===== src/rtl/gpio_irq_pkg.sv =====
package gpio_irq_pkg;

  localparam int unsigned WORD_W     = 32;
  localparam int unsigned BANK_SEL_W = 2;
  localparam int unsigned HOLD_BIT   = 16;

  typedef enum logic [3:0] {
    FN_RISE_OFF = 4'h0,
    FN_FALL_OFF = 4'h1,
    FN_MODE_LVL = 4'h2,
    FN_LVL_LOW  = 4'h3,
    FN_LVL_OFF  = 4'h4,
    FN_IRQ_MASK = 4'h5,
    FN_STATUS   = 4'h6,
    FN_GLOBAL   = 4'h7
  } reg_fn_e;

  // Bits of a bank that have a real pin behind them.
  function automatic logic [WORD_W-1:0] bank_valid_mask(int bank, int num_pins);
    logic [WORD_W-1:0] m;
    for (int i = 0; i < WORD_W; i++) begin
      m[i] = ((bank * WORD_W + i) < num_pins);
    end
    return m;
  endfunction

  // Edge hits for one bank: current vs previous sample, gated by disable bits.
  function automatic logic [WORD_W-1:0] edge_hits(
    logic [WORD_W-1:0] cur, logic [WORD_W-1:0] prev,
    logic [WORD_W-1:0] rise_off, logic [WORD_W-1:0] fall_off);
    return (cur & ~prev & ~rise_off) | (~cur & prev & ~fall_off);
  endfunction

  // Level hits: polarity bit inverts the pin, disable bit kills the path.
  function automatic logic [WORD_W-1:0] level_hits(
    logic [WORD_W-1:0] cur, logic [WORD_W-1:0] low_act, logic [WORD_W-1:0] lvl_off);
    return (cur ^ low_act) & ~lvl_off;
  endfunction

endpackage


===== src/rtl/gpio_irq_cfg.sv =====
module gpio_irq_cfg
  import gpio_irq_pkg::*;
#(
  parameter int unsigned NUM_BANKS = 3
) (
  input  logic                               clk,
  input  logic                               rst_n,
  input  logic                               wr_en,
  input  reg_fn_e                            fn,
  input  logic [BANK_SEL_W-1:0]              bank,
  input  logic [WORD_W-1:0]                  wdata,
  output logic [NUM_BANKS-1:0][WORD_W-1:0]   rise_off,
  output logic [NUM_BANKS-1:0][WORD_W-1:0]   fall_off,
  output logic [NUM_BANKS-1:0][WORD_W-1:0]   mode_lvl,
  output logic [NUM_BANKS-1:0][WORD_W-1:0]   lvl_low,
  output logic [NUM_BANKS-1:0][WORD_W-1:0]   lvl_off,
  output logic [NUM_BANKS-1:0][WORD_W-1:0]   irq_mask,
  output logic                               hold,
  output logic [WORD_W-1:0]                  rdata
);

  logic bank_ok;
  assign bank_ok = (int'(bank) < NUM_BANKS);

  always_ff @(posedge clk or negedge rst_n) begin
    if (!rst_n) begin
      rise_off <= '1;
      fall_off <= '1;
      mode_lvl <= '0;
      lvl_low  <= '0;
      lvl_off  <= '1;
      irq_mask <= '1;
      hold     <= 1'b0;
    end else if (wr_en) begin
      for (int b = 0; b < NUM_BANKS; b++) begin
        if (int'(bank) == b) begin
          case (fn)
            FN_RISE_OFF: rise_off[b] <= wdata;
            FN_FALL_OFF: fall_off[b] <= wdata;
            FN_MODE_LVL: mode_lvl[b] <= wdata;
            FN_LVL_LOW:  lvl_low[b]  <= wdata;
            FN_LVL_OFF:  lvl_off[b]  <= wdata;
            FN_IRQ_MASK: irq_mask[b] <= wdata;
            default: ;
          endcase
        end
      end
      if (fn == FN_GLOBAL && bank == '0) begin
        hold <= wdata[HOLD_BIT];
      end
    end
  end

  always_comb begin
    rdata = '0;
    if (fn == FN_GLOBAL) begin
      if (bank == '0) rdata[HOLD_BIT] = hold;
    end else if (bank_ok) begin
      case (fn)
        FN_RISE_OFF: rdata = rise_off[bank];
        FN_FALL_OFF: rdata = fall_off[bank];
        FN_MODE_LVL: rdata = mode_lvl[bank];
        FN_LVL_LOW:  rdata = lvl_low[bank];
        FN_LVL_OFF:  rdata = lvl_off[bank];
        FN_IRQ_MASK: rdata = irq_mask[bank];
        default:     rdata = '0;
      endcase
    end
  end

endmodule


===== src/rtl/gpio_irq_bank.sv =====
module gpio_irq_bank
  import gpio_irq_pkg::*;
#(
  parameter logic [WORD_W-1:0] VALID = '1
) (
  input  logic              clk,
  input  logic              rst_n,
  input  logic [WORD_W-1:0] pin,
  input  logic [WORD_W-1:0] rise_off,
  input  logic [WORD_W-1:0] fall_off,
  input  logic [WORD_W-1:0] mode_lvl,
  input  logic [WORD_W-1:0] lvl_low,
  input  logic [WORD_W-1:0] lvl_off,
  input  logic [WORD_W-1:0] clr,
  output logic [WORD_W-1:0] evt,
  output logic [WORD_W-1:0] status
);

  logic [WORD_W-1:0] prev_q;
  logic [WORD_W-1:0] status_q;
  logic [WORD_W-1:0] edge_evt;
  logic [WORD_W-1:0] level_evt;

  always_ff @(posedge clk or negedge rst_n) begin
    if (!rst_n) prev_q <= '0;
    else        prev_q <= pin;
  end

  assign edge_evt  = edge_hits(pin, prev_q, rise_off, fall_off) & ~mode_lvl;
  assign level_evt = level_hits(pin, lvl_low, lvl_off) & mode_lvl;
  assign evt       = (edge_evt | level_evt) & VALID;

  // Set dominates clear: the event term is OR-ed after the clear.
  always_ff @(posedge clk or negedge rst_n) begin
    if (!rst_n) status_q <= '0;
    else        status_q <= ((status_q & ~clr) | evt) & VALID;
  end

  assign status = status_q;

endmodule


===== src/rtl/gpio_irq_merge.sv =====
module gpio_irq_merge #(
  parameter int unsigned W = 96
) (
  input  logic         clk,
  input  logic         rst_n,
  input  logic [W-1:0] status,
  input  logic [W-1:0] mask,
  input  logic         hold,
  output logic         pending,
  output logic         irq
);

  assign pending = |(status & ~mask);

  always_ff @(posedge clk or negedge rst_n) begin
    if (!rst_n) irq <= 1'b0;
    else        irq <= pending & ~hold;
  end

endmodule


===== src/rtl/gpio_irq_ctrl.sv =====
module gpio_irq_ctrl
  import gpio_irq_pkg::*;
#(
  parameter int unsigned NUM_PINS = 93,
  parameter int unsigned ADDR_W   = 8
) (
  input  logic                clk,
  input  logic                rst_n,
  input  logic [ADDR_W-1:0]   reg_addr,
  input  logic                reg_wr,
  input  logic [WORD_W-1:0]   reg_wdata,
  output logic [WORD_W-1:0]   reg_rdata,
  input  logic [NUM_PINS-1:0] pin_in,
  output logic                irq_out
);

  localparam int unsigned NUM_BANKS = (NUM_PINS + WORD_W - 1) / WORD_W;
  localparam int unsigned PAD_W     = NUM_BANKS * WORD_W;

  // Address decode
  logic                  addr_ok;
  logic                  wr_ok;
  reg_fn_e               fn;
  logic [BANK_SEL_W-1:0] bank_idx;

  assign addr_ok  = (reg_addr[1:0] == 2'b00) && ((reg_addr >> 8) == '0);
  assign wr_ok    = reg_wr && addr_ok;
  assign fn       = reg_fn_e'(reg_addr[7:4]);
  assign bank_idx = reg_addr[3:2];

  logic [PAD_W-1:0] pin_pad;
  assign pin_pad = PAD_W'(pin_in);

  // Configuration
  logic [NUM_BANKS-1:0][WORD_W-1:0] rise_off, fall_off, mode_lvl;
  logic [NUM_BANKS-1:0][WORD_W-1:0] lvl_low, lvl_off, irq_mask;
  logic                             hold;
  logic [WORD_W-1:0]                cfg_rdata;

  gpio_irq_cfg #(.NUM_BANKS(NUM_BANKS)) cfg_i (
    .clk      (clk),
    .rst_n    (rst_n),
    .wr_en    (wr_ok),
    .fn       (fn),
    .bank     (bank_idx),
    .wdata    (reg_wdata),
    .rise_off (rise_off),
    .fall_off (fall_off),
    .mode_lvl (mode_lvl),
    .lvl_low  (lvl_low),
    .lvl_off  (lvl_off),
    .irq_mask (irq_mask),
    .hold     (hold),
    .rdata    (cfg_rdata)
  );

  // Per-bank detection and status
  logic [NUM_BANKS-1:0][WORD_W-1:0] status_all;
  logic [NUM_BANKS-1:0][WORD_W-1:0] evt_all;
  logic [NUM_BANKS-1:0][WORD_W-1:0] clr_all;

  for (genvar b = 0; b < NUM_BANKS; b++) begin : g_bank
    assign clr_all[b] = (wr_ok && fn == FN_STATUS && int'(bank_idx) == b) ? reg_wdata : '0;

    gpio_irq_bank #(.VALID(bank_valid_mask(b, NUM_PINS))) bank_i (
      .clk      (clk),
      .rst_n    (rst_n),
      .pin      (pin_pad[b*WORD_W +: WORD_W]),
      .rise_off (rise_off[b]),
      .fall_off (fall_off[b]),
      .mode_lvl (mode_lvl[b]),
      .lvl_low  (lvl_low[b]),
      .lvl_off  (lvl_off[b]),
      .clr      (clr_all[b]),
      .evt      (evt_all[b]),
      .status   (status_all[b])
    );
  end

  // Named flat views for the checker
  logic [PAD_W-1:0] status_flat, evt_flat, clr_flat, mask_flat;
  logic             irq_pending;
  assign status_flat = status_all;
  assign evt_flat    = evt_all;
  assign clr_flat    = clr_all;
  assign mask_flat   = irq_mask;

  gpio_irq_merge #(.W(PAD_W)) merge_i (
    .clk     (clk),
    .rst_n   (rst_n),
    .status  (status_flat),
    .mask    (mask_flat),
    .hold    (hold),
    .pending (irq_pending),
    .irq     (irq_out)
  );

  // Read mux
  always_comb begin
    reg_rdata = '0;
    if (addr_ok) begin
      if (fn == FN_STATUS) begin
        if (int'(bank_idx) < NUM_BANKS) reg_rdata = status_all[bank_idx];
      end else begin
        reg_rdata = cfg_rdata;
      end
    end
  end

endmodule


===== config.mk =====
export PLATFORM = sky130hd
export DESIGN_NAME = gpio_irq_ctrl
export DESIGN_NICKNAME = d
export VERILOG_FILES = /design/src/rtl/gpio_irq_pkg.sv /design/src/rtl/gpio_irq_cfg.sv /design/src/rtl/gpio_irq_bank.sv /design/src/rtl/gpio_irq_merge.sv /design/src/rtl/gpio_irq_ctrl.sv
export SDC_FILE = /design/constraint.sdc
export NUM_CORES = 2
export LEC_CHECK = 0
export BUFFER_PORTS_ARGS = -buffer_cell sky130_fd_sc_hd__buf_2
export CORE_ASPECT_RATIO = 1.5
export CORE_MARGIN = 1
export CORE_UTILIZATION = 40
export CTS_BUF_LIST = sky130_fd_sc_hd__clkbuf_4 sky130_fd_sc_hd__clkbuf_8
export DETAILED_ROUTE_END_ITERATION = 6
export SYNTH_ARGS = -nofsm -noshare
export SYNTH_HDL_FRONTEND = slang
export SYNTH_SLANG_ARGS = --single-unit

===== constraint.sdc =====
create_clock -name clk -period 2.8 [get_ports clk]
set_input_delay 0.42 -clock clk [delete_from_list [all_inputs] [get_ports clk]]
set_output_delay 0.42 -clock clk [all_outputs]
set_load 0.1 [all_outputs]

# Yosys cells after proc, flatten, opt, wreduce, memory -nomap -nowiden
# Index checks and enable logic that the tools add are counted.
[word_totals] ff_bits=764 inputBits=136 output_inout_bits=33 wordCells=154
[classes] n_lt_le_gt_ge=2 eq_ne=9 mux=26 bitwise=61 reduce_logical=30
[op_table] operator="$and 32x32->32" n=16
[op_table] operator="$bmux 32 s2" n=7
[op_table] operator="$not 32->32" n=14
[op_table] operator="$mux 32" n=13
[op_table] operator="$and 29x29->29" n=8
[op_table] operator="$not 29->29" n=7
[op_table] operator="$or 32x32->32" n=6
[op_table] operator="$pmux 32 s6" n=1
[op_table] operator="$and 93x96->96" n=1
[op_table] operator="$not 96->96" n=1
[op_table] operator="$reduce_or 96->1" n=1
[op_table] operator="$or 29x29->29" n=3
[op_table] operator="$xor 32x32->32" n=2
[op_table] operator="$reduce_and 3->1" n=18
[op_table] operator="$mux 29" n=1
[op_table] operator="$xor 29x29->29" n=1
[op_table] operator="$eq 4x3->1 const B" n=4
[op_table] operator="$mux 16" n=1
[op_table] operator="$mux 15" n=1
[op_table] operator="$eq 4x2->1 const B" n=2
[op_table] operator="$logic_and 1x1->1" n=6
[op_table] operator="$logic_not 2->1" n=3
[op_table] operator="$eq 2x2->1 const B" n=2
[op_table] operator="$eq 4x1->1 const B" n=1
[op_table] operator="7 further kinds" n=8

# Longest topological paths before layout
[depth] word_depth=8 depth_mapped=9

# By module
# From an unflattened synthesis, not the netlist that was laid out.
[unflattened] cells_unflattened=3396 hier_area_um2=40634.0
[modules_own_cells] mod="gpio_irq_cfg" n_inst=1 cells_each=2088 area_per_inst_um2=27417.5 seq_area_each_um2=14919.3
[modules_own_cells] mod="gpio_irq_bank (g_bank[0].bank_i ...)" n_inst=2 cells_each=320 area_per_inst_um2=3644.7 seq_area_each_um2=1601.5
[modules_own_cells] mod="gpio_irq_bank (g_bank[2].bank_i)" n_inst=1 cells_each=297 area_per_inst_um2=3233.1 seq_area_each_um2=1451.4
[modules_own_cells] mod="gpio_irq_ctrl" n_inst=1 cells_each=230 area_per_inst_um2=1793.0 seq_area_each_um2=0.0
[modules_own_cells] mod="gpio_irq_merge" n_inst=1 cells_each=141 area_per_inst_um2=900.9 seq_area_each_um2=25.0

# Least setup slack after synthesis
# OpenSTA, ideal clock, no wires.
[synth_timing] path_kind="in2out" start="input port reg_addr[5]" end="output port reg_rdata[29]" arrival_ns=3.265 t_required_ns=2.380 setup_slack_ns=-0.885 path_stages=7 path_buffers=3 path_cell_list="buf_2 > nand2b_1 > nor3_2 > buf_2 > buf_1 > a21oi_1 > a31oi_1"
[synth_between] elab_chain_cells=6 word_cells_on_any_way=13 cone_classes="eq/ne: 7; mux: 5; reduce/logical: 1"
[synth_lines] element="from (decl)" line_no="gpio_irq_ctrl.sv:9" source="input logic [ADDR_W-1:0] reg_addr,"
[synth_lines] element="$eq 4x3->1 (tied with other cells)" line_no="gpio_irq_cfg.sv:59" source="case (fn)"
[synth_lines] element="$pmux 32 s6" line_no="gpio_irq_cfg.sv:59"
[synth_lines] element="$mux 32" line_no="gpio_irq_cfg.sv:58" source="end else if (bank_ok) begin"
[synth_lines] element="$mux 15" line_no="gpio_irq_cfg.sv:56" source="if (fn == FN_GLOBAL) begin"
[synth_lines] element="$mux 32 *" line_no="gpio_irq_ctrl.sv:102" source="if (fn == FN_STATUS) begin"
[synth_lines] element="$mux 32 *" line_no="gpio_irq_ctrl.sv:101" source="if (addr_ok) begin"
[synth_lines] element="to (decl)" line_no="gpio_irq_ctrl.sv:12" source="output logic [WORD_W-1:0] reg_rdata,"
# Every way passes the cells marked *; elsewhere a longest branch is shown, timed or not.

# Final worst setup path
[layout_timing] start="register cfg_i.irq_mask[13] (netlist name)" end="output port reg_rdata[13]"
[layout_between] elab_chain_cells=7
[layout_lines] element="from (decl)" line_no="gpio_irq_cfg.sv:17" source="output logic [NUM_BANKS-1:0][WORD_W-1:0] irq_mask,"
[layout_lines] element="from (signal, indexed assignment)" line_no="gpio_irq_cfg.sv:43" source="FN_IRQ_MASK: irq_mask[b] <= wdata;"
[layout_lines] element="$bmux 32 s2" line_no="gpio_irq_cfg.sv:65" source="FN_IRQ_MASK: rdata = irq_mask[bank];"
[layout_lines] element="$mux 32 (not written as such)" line_no="gpio_irq_cfg.sv:65"
[layout_lines] element="$pmux 32 s6" line_no="gpio_irq_cfg.sv:59"
[layout_lines] element="$mux 32" line_no="gpio_irq_cfg.sv:58"
[layout_lines] element="$mux 16" line_no="gpio_irq_cfg.sv:56"
[layout_lines] element="$mux 32" line_no="gpio_irq_ctrl.sv:102"
[layout_lines] element="$mux 32" line_no="gpio_irq_ctrl.sv:101"
# No other way between the ends. The select of a mux whose other input is x is not followed.

==> metrics <==
failing checks=design-rule violations; CTS tree=built; Synth-to-Final Area Change=22.3%; Syn Area/Cell=11.4 µm²; Reg-to-Reg Start=cfg_i.irq_mask[2]; average via count per standard cell=approximately 5.7; Setup Skew=roughly 0.037 ns; Post-DP HPWL=approximately 86000 µm; GRT Util Overall=27.3%; Die H=about 380 µm; Power Internal=~19 mW; Synth Flop Type=dfstp_2; Iter 0 DRT Violations=~2100; overall power=between 20 and 25 mW; Clk pwr share=between 40% and 50%; Skew-Pair Late Insertion Delay=approximately 0.84 ns; antenna-violating nets left=0; outcome=finished with violations; Final min period=roughly 2.8 ns; number of enable flip-flop cells after synthesis=0; post-layout util=~49%; Final period util=99.1%; RSZ-0062 raised after global routing=yes; vias in the first global route=~30000; largest net degree at the start of global routing=around 120; endpoints failing setup=0; Leak=a little under 20 nW; initial core utilization=roughly two fifths; Mapped Cells=~3300; final hold violation count=0; clock sink count=~760; Yosys top cell area share=26.8%; Unique masters post-synth=49; Sw Ratio=25.8%; PwrDens=between 500 and 600 nW/µm²; crit path to=reg_rdata[13]; row count=around 140; Reg2Reg Capture Point=merge_i.irq; sequential share of the synthesized area=about half; GPL Wtd Cong=around 0.92; WL final=around 130000 µm; Worst Setup End Kind=output port; Seq cells post-synth=764; drt drc=2; Root Buffer Master=clkbuf_8; Logic pwr share=between 10% and 20%; worst endpoint data arrival time=between 2 and 2.5 ns; total number of vias=approximately 28000; Yosys warning total=0; core area=slightly above 90000 µm²; share of cells above drive strength 1=43.2%; full die area=~96000 µm²; Required @ worst endpoint=between 2 and 2.5 ns; FF-to-FF path depth=5; Slew HR=roughly 57%; Post-Place Worst Slack=0.103 ns; wire per inst=25.8 µm; IO Pins=169; top cells by count, synth=mux2_2 (542), dfstp_2 (384), dfrtp_1 (380), nand2_1 (307), nor2_1 (291); R2R Setup Slk=0.73 ns; first-pass GRT wire length=between 150000 and 200000 µm; area leader, netlist=dfstp_2; max-cap check violation count=0; port buffer count=around 170; grt total ovfl=0; sw power=approximately 6.4 mW; Clk pin slew, worst setup/hold paths=roughly 0.070 ns; hold crit path type=in2reg; top-count cell post-synth=mux2_2; Die Width=approximately 250 µm; TritonCTS Buffers=around 120; critical path launch point type=register; Worst Path Max Fanout=2; maximum clock path buffer count=3; DR pass1 iterations=7; number of H-tree levels=3; Max Fclk=between 300 and 400 MHz; IR drop worst, VDD=between 0.3 and 0.4 mV; Synth area leaders=dfstp_2 (27%), dfrtp_1 (25%), mux2_2 (16%); syn_nets=roughly 3400; initial antenna violation count=9; WHS Path Cells=3; NumNets Final=between 3000 and 4000; worst setup path start=cfg_i.irq_mask[13]; setup ws final=~0.026 ns; fraction of registers with async set/reset=100%; Seq pwr share=48.7%; Worst Max-Slew Pin Slew=between 0.6 and 0.7 ns; crit path kind=reg2out; post-synthesis cell area=approximately 38000 µm²; Slew Limit Fails=0
layout make-up:
cell class	count	area, µm²
fill	8567	47100
sequential	764	19600
multi-input combinational	2222	17400
timing repair buffer	451	4600
clock buffer	205	2500
tap	1251	1570
inverter	85	319
clock inverter	16	116
antenna	6	15.0
power by group through the flow:
stage / registers [mW] / clock network (mW) / logic [mW]
floorplan: 12.2 / 0 / 1.33
global placement: 12.3 / 0 / 2.26
detailed placement: 12.3 / 0 / 2.30
CTS: 12.1 / 10.5 / 2.49
global route: 12.2 / 11.0 / 2.72
finish: 12.1 / 10.3 / 2.51
per-stage QoR:
step,cells,TNS [ns],area [µm²],hold WS [ns]
after global placement,4633,0,41900,0.387
after global routing,4999,-0.535,46100,0.0651
final,5000,0,46100,0.0756
after detailed placement,4633,0,41900,0.395
after CTS,4979,-0.160,45900,0.00920
after floorplan,3302,-4.71,37900,0.124
kinds of logic (layout without fill, tap and decap cells):
family,after synthesis,count (layout),synth area share (%)
other,0,6,0
xor gates and xnor gates,93,93,2.16
buffers and inverters,316,757,3.56
AOI/OAI and AO/OA,587,587,10.4
muxes,800,800,23.1
DFF,764,764,52.0
and+or+nand+nor,742,742,8.75
worst max-delay path, stage by stage, from the launching register on:
cell and delay (ns):
dfstp_2 0.57, mux2i_1 0.07, o21ai_1 0.12, buf_4 0.15
a22oi_2 0.07, a31oi_2 0.31, buf_12 0.22
routing by layer:
layer | track usage [%] | vias to the layer above | share of wire (%)
met4 | 13.0 | 4 | 4.7
met1 | 33.8 | 14633 | 41
met3 | 4.00 | 275 | 5.0
met5 | 0 | - | 0.021
met2 | 46.4 | 906 | 50
li1 | - | 12521 | -
flip-flops by register name, summed over array words and instances (netlist names):
name	count
cfg_i.fall_off	96
cfg_i.irq_mask	96
cfg_i.lvl_low	96
cfg_i.lvl_off	96
cfg_i.mode_lvl	96
cfg_i.rise_off	96
g_bank.bank_i.prev_q	93
g_bank.bank_i.status	93
cfg_i.hold	1
merge_i.irq	1
layout by cell type (no fill, tap or decap), drive strengths merged, types with 12 or more instances in the layout:
master,netlist,final
a22oi,45,45
buf,119,356
nand2,307,307
mux2i,224,224
xnor2,93,93
nor3b,93,93
a2bb2oi,20,20
o21ai,187,187
dfrtp,380,380
clkbuf,112,205
dfstp,384,384
a222oi,18,18
dlygate4sd3,0,95
inv,85,88
o2bb2ai,12,12
nor2,295,295
a221o,93,93
clkinv,0,12
a21oi,107,107
a31oi,28,28
mux2,576,576
o22ai,49,49
a221oi,13,13
timing repair:
item	in CTS	in global routing
pin swaps	40	45
setup endpoints to repair	28	27
buffers inserted	30	16
gates resized for setup	69	29
endpoints found under the hold margin	232	0
hold buffers	95	0
worst min-delay path by stage:
stage	start	endpoint	slack [ns]
after global routing	reg_wdata[24]	g_bank[0].bank_i.status[24]	0.07
after CTS	reg_wdata[19]	g_bank[2].bank_i.status[19]	0.009
final	reg_wdata[24]	g_bank[0].bank_i.status[24]	0.08
after global placement	rst_n	g_bank[0].bank_i.prev_q[4]	0.39
after floorplan	rst_n	cfg_i.hold	0.12
after detailed placement	rst_n	g_bank[0].bank_i.prev_q[4]	0.39
No activity file was read; power rests on OpenSTA's default activity.
